[src/rtl/h2s_pkg.sv]
package h2s_pkg;
    localparam int HALF_W   = 16;
    localparam int SINGLE_W = 32;
    localparam int FLAG_W   = 5;
    localparam int FLAG_NV  = 0;

    typedef enum logic [0:0] {
        ST_IDLE = 1'b0,
        ST_DONE = 1'b1
    } state_e;
endpackage

[src/rtl/h2s_elem.sv]
module h2s_elem
    import h2s_pkg::*;
(
    input  logic [HALF_W-1:0]   half_i,
    output logic [SINGLE_W-1:0] single_o,
    output logic                invalid_o
);
    logic       sgn;
    logic [4:0] hexp;
    logic [9:0] hman;
    logic [3:0] top_bit;
    logic [9:0] sub_frac;
    logic [7:0] sub_exp;

    assign sgn  = half_i[15];
    assign hexp = half_i[14:10];
    assign hman = half_i[9:0];

    // position of the highest set mantissa bit, used for subnormals
    always_comb begin
        top_bit = 4'd0;
        for (int b = 0; b < 10; b++) begin
            if (hman[b]) top_bit = b[3:0];
        end
    end

    assign sub_frac = 10'(hman << (4'd10 - top_bit));
    assign sub_exp  = 8'd103 + {4'd0, top_bit};

    always_comb begin
        invalid_o = 1'b0;
        if (hexp == 5'd0) begin
            if (hman == 10'd0) single_o = {sgn, 31'd0};
            else               single_o = {sgn, sub_exp, sub_frac, 13'd0};
        end else if (hexp == 5'd31) begin
            if (hman == 10'd0) begin
                single_o = {sgn, 8'hFF, 23'd0};
            end else begin
                single_o  = {sgn, 8'hFF, 1'b1, hman[8:0], 13'd0};
                invalid_o = ~hman[9];
            end
        end else begin
            single_o = {sgn, 8'({3'd0, hexp}) + 8'd112, hman, 13'd0};
        end
    end
endmodule

[src/rtl/h2s_lane.sv]
module h2s_lane
    import h2s_pkg::*;
#(
    parameter int LANE_BITS = 128,
    localparam int ELEMS    = LANE_BITS / (2 * HALF_W),
    localparam int OUT_BITS = ELEMS * SINGLE_W
) (
    input  logic [LANE_BITS-1:0] lane_i,
    input  logic                 hi_sel_i,
    output logic [OUT_BITS-1:0]  lane_o,
    output logic                 invalid_o
);
    logic [ELEMS-1:0] elem_nv;

    for (genvar j = 0; j < ELEMS; j++) begin : g_elem
        logic [HALF_W-1:0] pick;
        assign pick = hi_sel_i ? lane_i[HALF_W*(j+ELEMS) +: HALF_W]
                               : lane_i[HALF_W*j +: HALF_W];
        h2s_elem u_elem (
            .half_i    (pick),
            .single_o  (lane_o[SINGLE_W*j +: SINGLE_W]),
            .invalid_o (elem_nv[j])
        );
    end

    assign invalid_o = |elem_nv;
endmodule

[src/rtl/h2s_widen.sv]
module h2s_widen
    import h2s_pkg::*;
#(
    parameter int LANES     = 2,
    parameter int LANE_BITS = 128,
    localparam int VEC_BITS = LANES * LANE_BITS
) (
    input  logic                clk_i,
    input  logic                rst_ni,
    input  logic                valid_i,
    input  logic                hi_sel_i,
    input  logic [VEC_BITS-1:0] src_i,
    output logic [VEC_BITS-1:0] result_o,
    output logic                done_o,
    output logic [FLAG_W-1:0]   flags_o
);
    state_e state_q, state_d;

    logic [VEC_BITS-1:0] lane_res;
    logic [LANES-1:0]    lane_nv;
    logic [VEC_BITS-1:0] staging;
    logic [FLAG_W-1:0]   cause;

    for (genvar i = 0; i < LANES; i++) begin : g_lane
        h2s_lane #(.LANE_BITS(LANE_BITS)) u_lane (
            .lane_i    (src_i[LANE_BITS*i +: LANE_BITS]),
            .hi_sel_i  (hi_sel_i),
            .lane_o    (lane_res[LANE_BITS*i +: LANE_BITS]),
            .invalid_o (lane_nv[i])
        );
    end

    // staging starts from zero each operation; cause flags cleared likewise
    always_comb begin
        staging = '0;
        staging = lane_res;
        cause   = '0;
        cause[FLAG_NV] = |lane_nv;
    end

    always_comb begin
        state_d = state_q;
        unique case (state_q)
            ST_IDLE: if (valid_i)  state_d = ST_DONE;
            ST_DONE: if (!valid_i) state_d = ST_IDLE;
            default: state_d = ST_IDLE;
        endcase
    end

    always_ff @(posedge clk_i or negedge rst_ni) begin
        if (!rst_ni) state_q <= ST_IDLE;
        else         state_q <= state_d;
    end

    always_ff @(posedge clk_i or negedge rst_ni) begin
        if (!rst_ni) begin
            result_o <= '0;
            flags_o  <= '0;
        end else if (valid_i) begin
            result_o <= staging;
            flags_o  <= cause;
        end
    end

    always_comb begin
        unique case (state_q)
            ST_DONE: done_o = 1'b1;
            default: done_o = 1'b0;
        endcase
    end
endmodule

[config.mk]
export PLATFORM = sky130hd
export DESIGN_NAME = h2s_widen
export DESIGN_NICKNAME = d
export VERILOG_FILES = /design/src/rtl/h2s_pkg.sv /design/src/rtl/h2s_elem.sv /design/src/rtl/h2s_lane.sv /design/src/rtl/h2s_widen.sv
export SDC_FILE = /design/constraint.sdc
export NUM_CORES = 1
export LEC_CHECK = 0
export BUFFER_PORTS_ARGS = -buffer_cell sky130_fd_sc_hd__buf_4
export CAP_MARGIN = 10
export CORE_AREA = 2 2 202 204
export DETAILED_ROUTE_END_ITERATION = 12
export DIE_AREA = 0 0 204 206
export PLACE_DENSITY = 0.6
export SYNTH_ARGS = -nofsm -noshare
export SYNTH_HDL_FRONTEND = slang
export SYNTH_SLANG_ARGS = --single-unit
[constraint.sdc]
create_clock -name clk_i -period 1.4 [get_ports clk_i]
set_input_delay 0.28 -clock clk_i [delete_from_list [all_inputs] [get_ports clk_i]]
set_output_delay 0.28 -clock clk_i [all_outputs]
set_load 0.01 [all_outputs]
Word-level counts from Yosys, hierarchy flattened
Index checks and enable logic that the tools add are counted.

Register bits after elaboration: 258. Bits in latches: 0. Bits in writable memories: 0. Bits in read-only memories: 0. Input port bits: 260. Output and inout bits: 262. Word-level logic and storage cells: 206. Memories kept: 0.

Add/sub/neg operators: 24. Multipliers: 0. Div/mod/pow operators: 0. Order comparisons: 0. Equality and inequality tests: 8. Shift-type cells: 8. Muxes and demuxes: 138. Bitwise logic cells: 8. Reduce and logical (&&, ||, !) cells: 17.

Operators by type and width (count): 2-to-1 mux 31 bit (24); 2-to-1 mux 4 bit (64); 2-to-1 mux 23 bit (8); 2-to-1 mux 16 bit (8); logical NOT 10 bit (8); << shifter 10 x 4 -> 10 bit (8); adder 5 x 7 -> 8 bit (second input constant) (8); adder 7 x 4 -> 8 bit (first input constant) (8); == test 5 bit (second input constant) (8); logical NOT 5 bit (8); 2-to-1 mux 1 bit (34); subtractor 4 bit (first input constant) (8); NOT 1 bit (8); OR reduction 8 bit (1).

Depth between registers and ports, before layout
Word-level depth: 14. Mapped depth: 19. Gate-level depth less buffers: 12.

Modules after synthesis
A second synthesis with hierarchy kept.

Cells, all modules: 1911. Area, all modules: 20684.8 um^2.

Modules (own cells, without submodules): h2s_widen (instances 1, cells each 551, area each 10447.5 um^2, seq. area each 6456.2 um^2); h2s_elem (instances 8, cells each 152, area each 1008.5 um^2, seq. area each 0.0 um^2); h2s_lane (instances 2, cells each 72, area each 1084.8 um^2, seq. area each 0.0 um^2).

Worst setup path after synthesis
No wires, ideal clock.

Path kind: input-to-reg. Start: input port hi_sel_i. End: register result_o[118]. Library setup time: 0.088 ns. Data arrival time: 3.540 ns. Required time: 1.312 ns. Setup slack: -2.228 ns. Stages: 17. Buffers on the path: 10. Cells stage by stage: buf_6 -> buf_6 -> buf_6 -> buf_6 -> buf_6 -> mux2_2 -> clkbuf_1 -> nor2_1 -> buf_2 -> ha_1 -> clkbuf_1 -> clkbuf_1 -> clkbuf_1 -> nand2_1 -> mux2i_1 -> nand3_1 -> a41oi_1.

Word-level cells in the longest chain between the ends: 14. Elaborated cells on any way between the ends: 19. Classes of those cells: 1 x add/sub; 1 x eq/ne; 1 x shift; 14 x mux; 2 x reduce/logical.

Ends and longest elaborated chain: from (decl) (line h2s_widen.sv:11) `input logic hi_sel_i,`; 2-to-1 mux 16 bit * (line h2s_lane.sv:17) `assign pick = hi_sel_i ? lane_i[HALF_W*(j+ELEMS) +: HALF_W]`; 2-to-1 mux 1 bit (line h2s_elem.sv:23) `if (hman[b]) top_bit = b[3:0];`; 2-to-1 mux 4 bit (8 in series) (line h2s_elem.sv:23); subtractor 4 bit (line h2s_elem.sv:27) `assign sub_frac = 10'(hman << (4'd10 - top_bit));`; << shifter 10 x 4 -> 10 bit (line h2s_elem.sv:27); 2-to-1 mux 31 bit (line h2s_elem.sv:33) `if (hman == 10'd0) single_o = {sgn, 31'd0};`; 2-to-1 mux 31 bit * (line h2s_elem.sv:32) `if (hexp == 5'd0) begin`; to (signal assigned) (line h2s_widen.sv:60) `result_o <= staging;`; to (decl) (line h2s_widen.sv:13) `output logic [VEC_BITS-1:0] result_o,`.

Every way passes the cells marked *; elsewhere a longest branch is shown, timed or not. A chain may end at the register's enable or synchronous reset.

Final worst setup path
Start: input port hi_sel_i. End: register result_o[54].

Same word-level chain as after synthesis.

==> results summary <==
The flow ran to the end, but the final reports show violations. The checks that failed: negative setup slack. The net count of the finished layout is 3070. The post-route clock skew is 0 ns.

STA classifies the critical path startpoint as a primary input. The number of buffers inserted by port buffering came out at 413. The switching part of the total power came out at 37.5%. In this run the tightest slew margin relative to its limit is 59.3%. The warning count from the yosys run is 0. In this run the clock root is driven by a sky130_fd_sc_hd__clkbuf_16.

The top achievable clock speed came out at 428 MHz. The vertical die dimension is 206 µm. The fraction of registers with async set/reset came out at 100%.

Clock tree synthesis inserted a total of 17 buffers. In the post-synthesis netlist, the biggest area contributors are sky130_fd_sc_hd__dfrtp_1, sky130_fd_sc_hd__mux2i_1, sky130_fd_sc_hd__buf_4. Clock-pin slew was measured on the worst setup and hold paths at 0.07 ns. After detailed routing, the number of vias per cell comes to 5.43. Data on the critical path is required at its endpoint by 1.75 ns. The total power came out at 21200 µW. The starting density of the core is 36.3%.

The slew at the pin closest to its max-slew limit is 0.604 ns. The estimated wirelength of the detail-placed design came out at 49.4 mm. By count the netlist is led by sky130_fd_sc_hd__nor2_1, sky130_fd_sc_hd__dfrtp_1, sky130_fd_sc_hd__mux2i_1. The placement-stage worst setup slack came out at -1.58 ns.

The number of max-slew violations in the final report was 0. The number of iterations in the first detailed-routing pass is 5. The layout has 3080 filler cells. The fraction of final layout cells with drive strength greater than 1 is 61.0%.

The number of enable flip-flop cells after synthesis came out at 0. The net switching component of the power is 7960 µW. Compared with the post-synthesis result, the final layout area differs by 90.0%. The summed area of non-filler cells in the final layout is 0.0277 mm². The routed layout has 18147 vias. The fraction of synthesized cell area taken by the top area cell type came out at 25.0%. The I/O pin total came out at 522. The maximum clock path buffer count is 2. Of all cell types, the one taking the most synthesized area is sky130_fd_sc_hd__dfrtp_1. The later-pin clock latency in the skew report came out at 0.46 ns. The part of the power in the clock network came out at 22.4%. The startpoint identified for the worst hold timing path is src_i[31]. The leakage power total is 0.0122 µW. The register-to-register setup slack is 0.44 ns. The internal power came out at 13300 µW. Setup violations remaining at the end of the flow were counted as 129. In this run the horizontal extent of the chip is 204 µm. Counting cells, the worst reg-to-reg path comes to 3. The number of global-route vias before repair came out at 18121. The sequential fraction of the synthesis area is 25.0%. The core region area came out at 0.0402 mm².

TritonCTS built the clock tree. The share of the core filled with cells came out at 69.0%. The total clock sinks is 146.

The worst voltage drop across the vdd grid is 0.853 mV. The remaining global-route overflow came out at 0. Summing all multi-input logic gate instances after layout gives 0.0130 mm². The final worst setup slack is -0.937 ns. The row count is 74. Routability-driven placement finished with a final weighted congestion of 0.977. The startpoint identified for the worst register-to-register timing path is result_o[182]$_DFFE_PN0P_. For this run, design rule violations remaining after detail routing come to 0. For the worst setup path, the data arrival time is 2.68 ns. Global routing consumed, over all layers together, 30.7% of the routing resources. The routed design could run at a clock period as short as 2.34 ns. The post-route fraction of the period consumed by the critical path came out at 167%. The total routed wirelength came out at 67.6 mm. The share of total power dissipated in combinational logic is 53.5%. The setup path with the least slack is of type in2reg. The setup total negative slack came out at -80.91 ns. The worst hold path cell count is 3. After synthesis, the netlist uses 99 different library cells. In this run the worst hold path is classified as in2reg.

The final count of hold timing violations is 0. The H-tree generated during clock tree synthesis spans 4 levels. The max-cap check violation count came out at 0.

The reg-to-reg endpoint is result_o[182]$_DFFE_PN0P_. sky130_fd_sc_hd__nor2_1 is the most common cell in the netlist. The dominant synthesized flop cell is sky130_fd_sc_hd__dfrtp_1. Across the whole layout, storage elements account for 0.00366 mm².

In this run the worst path has a maximum fanout of 8. Setup repair after global routing could not meet its margin everywhere. The synthesized area divided by synthesized cell count came out at 8.39 µm². The number of nets with antenna violations after detailed routing is 0. The area after detailed placement is 0.0226 mm². The power density over the cells came out at 766 mW/mm². The average wire per cell in the routed design came out at 20.2 µm. STA classifies the critical path endpoint as a flip-flop. The post-synthesis cell area is 0.0146 mm². The die area is 0.0420 mm². For hold timing, the worst endpoint is result_o[63]$_DFFE_PN0P_.

After the first detailed-routing iteration, the DRC count stood at 1252. The maximum number of pins on one net before global-route repair is 42. Sequential cells account for 24.1% of the total power. The flip-flop and latch count after synthesis is 146. The initial antenna violation count came to 3. The synthesized netlist cell count came out at 1740. The global-route wire length before repair is 101 mm.
## critical path, stage by stage
cell and delay [ns]:
sky130_fd_sc_hd__buf_16 0.15, sky130_fd_sc_hd__buf_16 0.15, sky130_fd_sc_hd__buf_6 0.10, sky130_fd_sc_hd__mux2i_2 0.22
sky130_fd_sc_hd__o31a_1 0.22, sky130_fd_sc_hd__a31o_4 0.18, sky130_fd_sc_hd__a21oi_4 0.07, sky130_fd_sc_hd__buf_6 0.12
sky130_fd_sc_hd__buf_6 0.11, sky130_fd_sc_hd__ha_4 0.31, sky130_fd_sc_hd__buf_6 0.13, sky130_fd_sc_hd__mux2i_1 0.19
sky130_fd_sc_hd__o32ai_1 0.11, sky130_fd_sc_hd__a221o_1 0.33
## flip-flops by register name, indices dropped and copies added, names as in the netlist
signal	flops
flags_o	1
result_o	144
state_q	1
## per-stage QoR
step / std cells / hold WS [ns]
floorplan: 1847 / -0.0156
finish: 3343 / 0.113
CTS: 3315 / 0.0903
detailed placement: 3148 / 0.234
global route: 3342 / 0.127
global placement: 3148 / 0.233
## metal layers
metal  track usage, %  vias to the layer above  part of all wire (%)
li1                 -                     8412                     -
met1             38.5                     8923                    41
met2             52.8                      675                    50
met3             4.24                      137                   5.2
met4             13.4                        0                   4.1
met5                0                        -                     0
## worst max-delay path by stage
| stage | from | endpoint | slack, ns | depth (start not counted) |
|---|---|---|---|---|
| 6_report | hi_sel_i | result_o[54]$_DFFE_PN0P_ | -0.94 | 14 |
| 5_1_grt | hi_sel_i | result_o[17]$_DFFE_PN0P_ | -1.03 | 15 |
| 4_1_cts | hi_sel_i | result_o[214]$_DFFE_PN0P_ | -0.88 | 14 |
| 3_5_place_dp | hi_sel_i | result_o[178]$_DFFE_PN0P_ | -1.58 | 13 |
| 3_3_place_gp | hi_sel_i | result_o[178]$_DFFE_PN0P_ | -1.57 | 13 |
| 2_1_floorplan | hi_sel_i | result_o[211]$_DFFE_PN0P_ | -1.58 | 14 |
## cells in the final DEF (no fill, tap or decap), types with 11 or more instances in the layout
master / Yosys / final
sky130_fd_sc_hd__mux2i_4: 1 / 44
sky130_fd_sc_hd__and3_1: 16 / 11
sky130_fd_sc_hd__mux2_4: 0 / 29
sky130_fd_sc_hd__o21ai_2: 0 / 13
sky130_fd_sc_hd__dfrtp_1: 146 / 144
sky130_fd_sc_hd__nor2_4: 2 / 14
sky130_fd_sc_hd__mux2_2: 72 / 44
sky130_fd_sc_hd__a21oi_1: 106 / 77
sky130_fd_sc_hd__nor3_1: 73 / 28
sky130_fd_sc_hd__nand2b_1: 31 / 23
sky130_fd_sc_hd__buf_6: 22 / 110
sky130_fd_sc_hd__mux2i_1: 141 / 73
sky130_fd_sc_hd__buf_4: 123 / 969
sky130_fd_sc_hd__nand2_1: 112 / 90
sky130_fd_sc_hd__buf_12: 0 / 34
sky130_fd_sc_hd__ha_4: 0 / 16
sky130_fd_sc_hd__o21ai_1: 7 / 34
sky130_fd_sc_hd__nor2_1: 191 / 168
sky130_fd_sc_hd__a21oi_2: 4 / 27
sky130_fd_sc_hd__clkbuf_16: 0 / 17
sky130_fd_sc_hd__nor3_4: 1 / 24
sky130_fd_sc_hd__nand2_2: 2 / 20
sky130_fd_sc_hd__nor3b_2: 0 / 13
sky130_fd_sc_hd__nor3_2: 3 / 25
sky130_fd_sc_hd__mux4_2: 14 / 14
sky130_fd_sc_hd__nor2b_1: 20 / 17
sky130_fd_sc_hd__conb_1: 1 / 108
sky130_fd_sc_hd__buf_8: 0 / 15
sky130_fd_sc_hd__o22a_1: 20 / 20
sky130_fd_sc_hd__o211ai_1: 18 / 18
sky130_fd_sc_hd__a31oi_1: 33 / 30
sky130_fd_sc_hd__inv_1: 34 / 18
sky130_fd_sc_hd__nand3_1: 45 / 30
sky130_fd_sc_hd__mux2i_2: 6 / 31
sky130_fd_sc_hd__nor2_2: 4 / 15
sky130_fd_sc_hd__o21ai_0: 101 / 57
sky130_fd_sc_hd__a211oi_2: 0 / 11
sky130_fd_sc_hd__o22ai_1: 17 / 14
## power by group through the flow
stage	registers [µW]	logic [µW]	clock network [µW]
after floorplan	5300	4580	0
after global placement	5160	8710	0
after detailed placement	5160	8780	0
after CTS	5090	10500	4860
after global routing	5150	12000	5030
final	5110	11400	4770
## what timing repair did
action	in CTS	in global routing
cloned	6	0
gates resized for setup	485	218
hold buffers	1	0
endpoints found under the hold margin	24	0
setup endpoints to repair	131	130
pin swaps	180	131
setup buffers	135	42
## area by class of cell
type | instances | area share [%]
Clock inverter | 15 | 0.569
Inverter | 38 | 0.650
Timing Repair Buffer | 1136 | 34.7
Antenna cell | 4 | 0.0361
Multi-Input combinational cell | 1455 | 46.9
Clock buffer | 17 | 1.53
Tap cell | 532 | 2.40
Sequential cell | 146 | 13.2
## kinds of logic (layout without fill, tap and decap cells)
kind of cell             after synthesis  in the layout  share of synthesized area (%)
AO/OA/AOI/OAI                        493            493                           23.5
XOR/XNOR                              23             23                           1.69
adder cells (fa/ha/maj)               16             16                           1.37
buffers and inverters                246           1206                           10.7
flip-flops                           146            146                           25.0
multiplexers                         235            235                           18.2
other                                  1            112                         0.0257
AND/OR/NAND/NOR                      580            580                           19.5
Note: power is estimated with default switching activity, not from simulation.
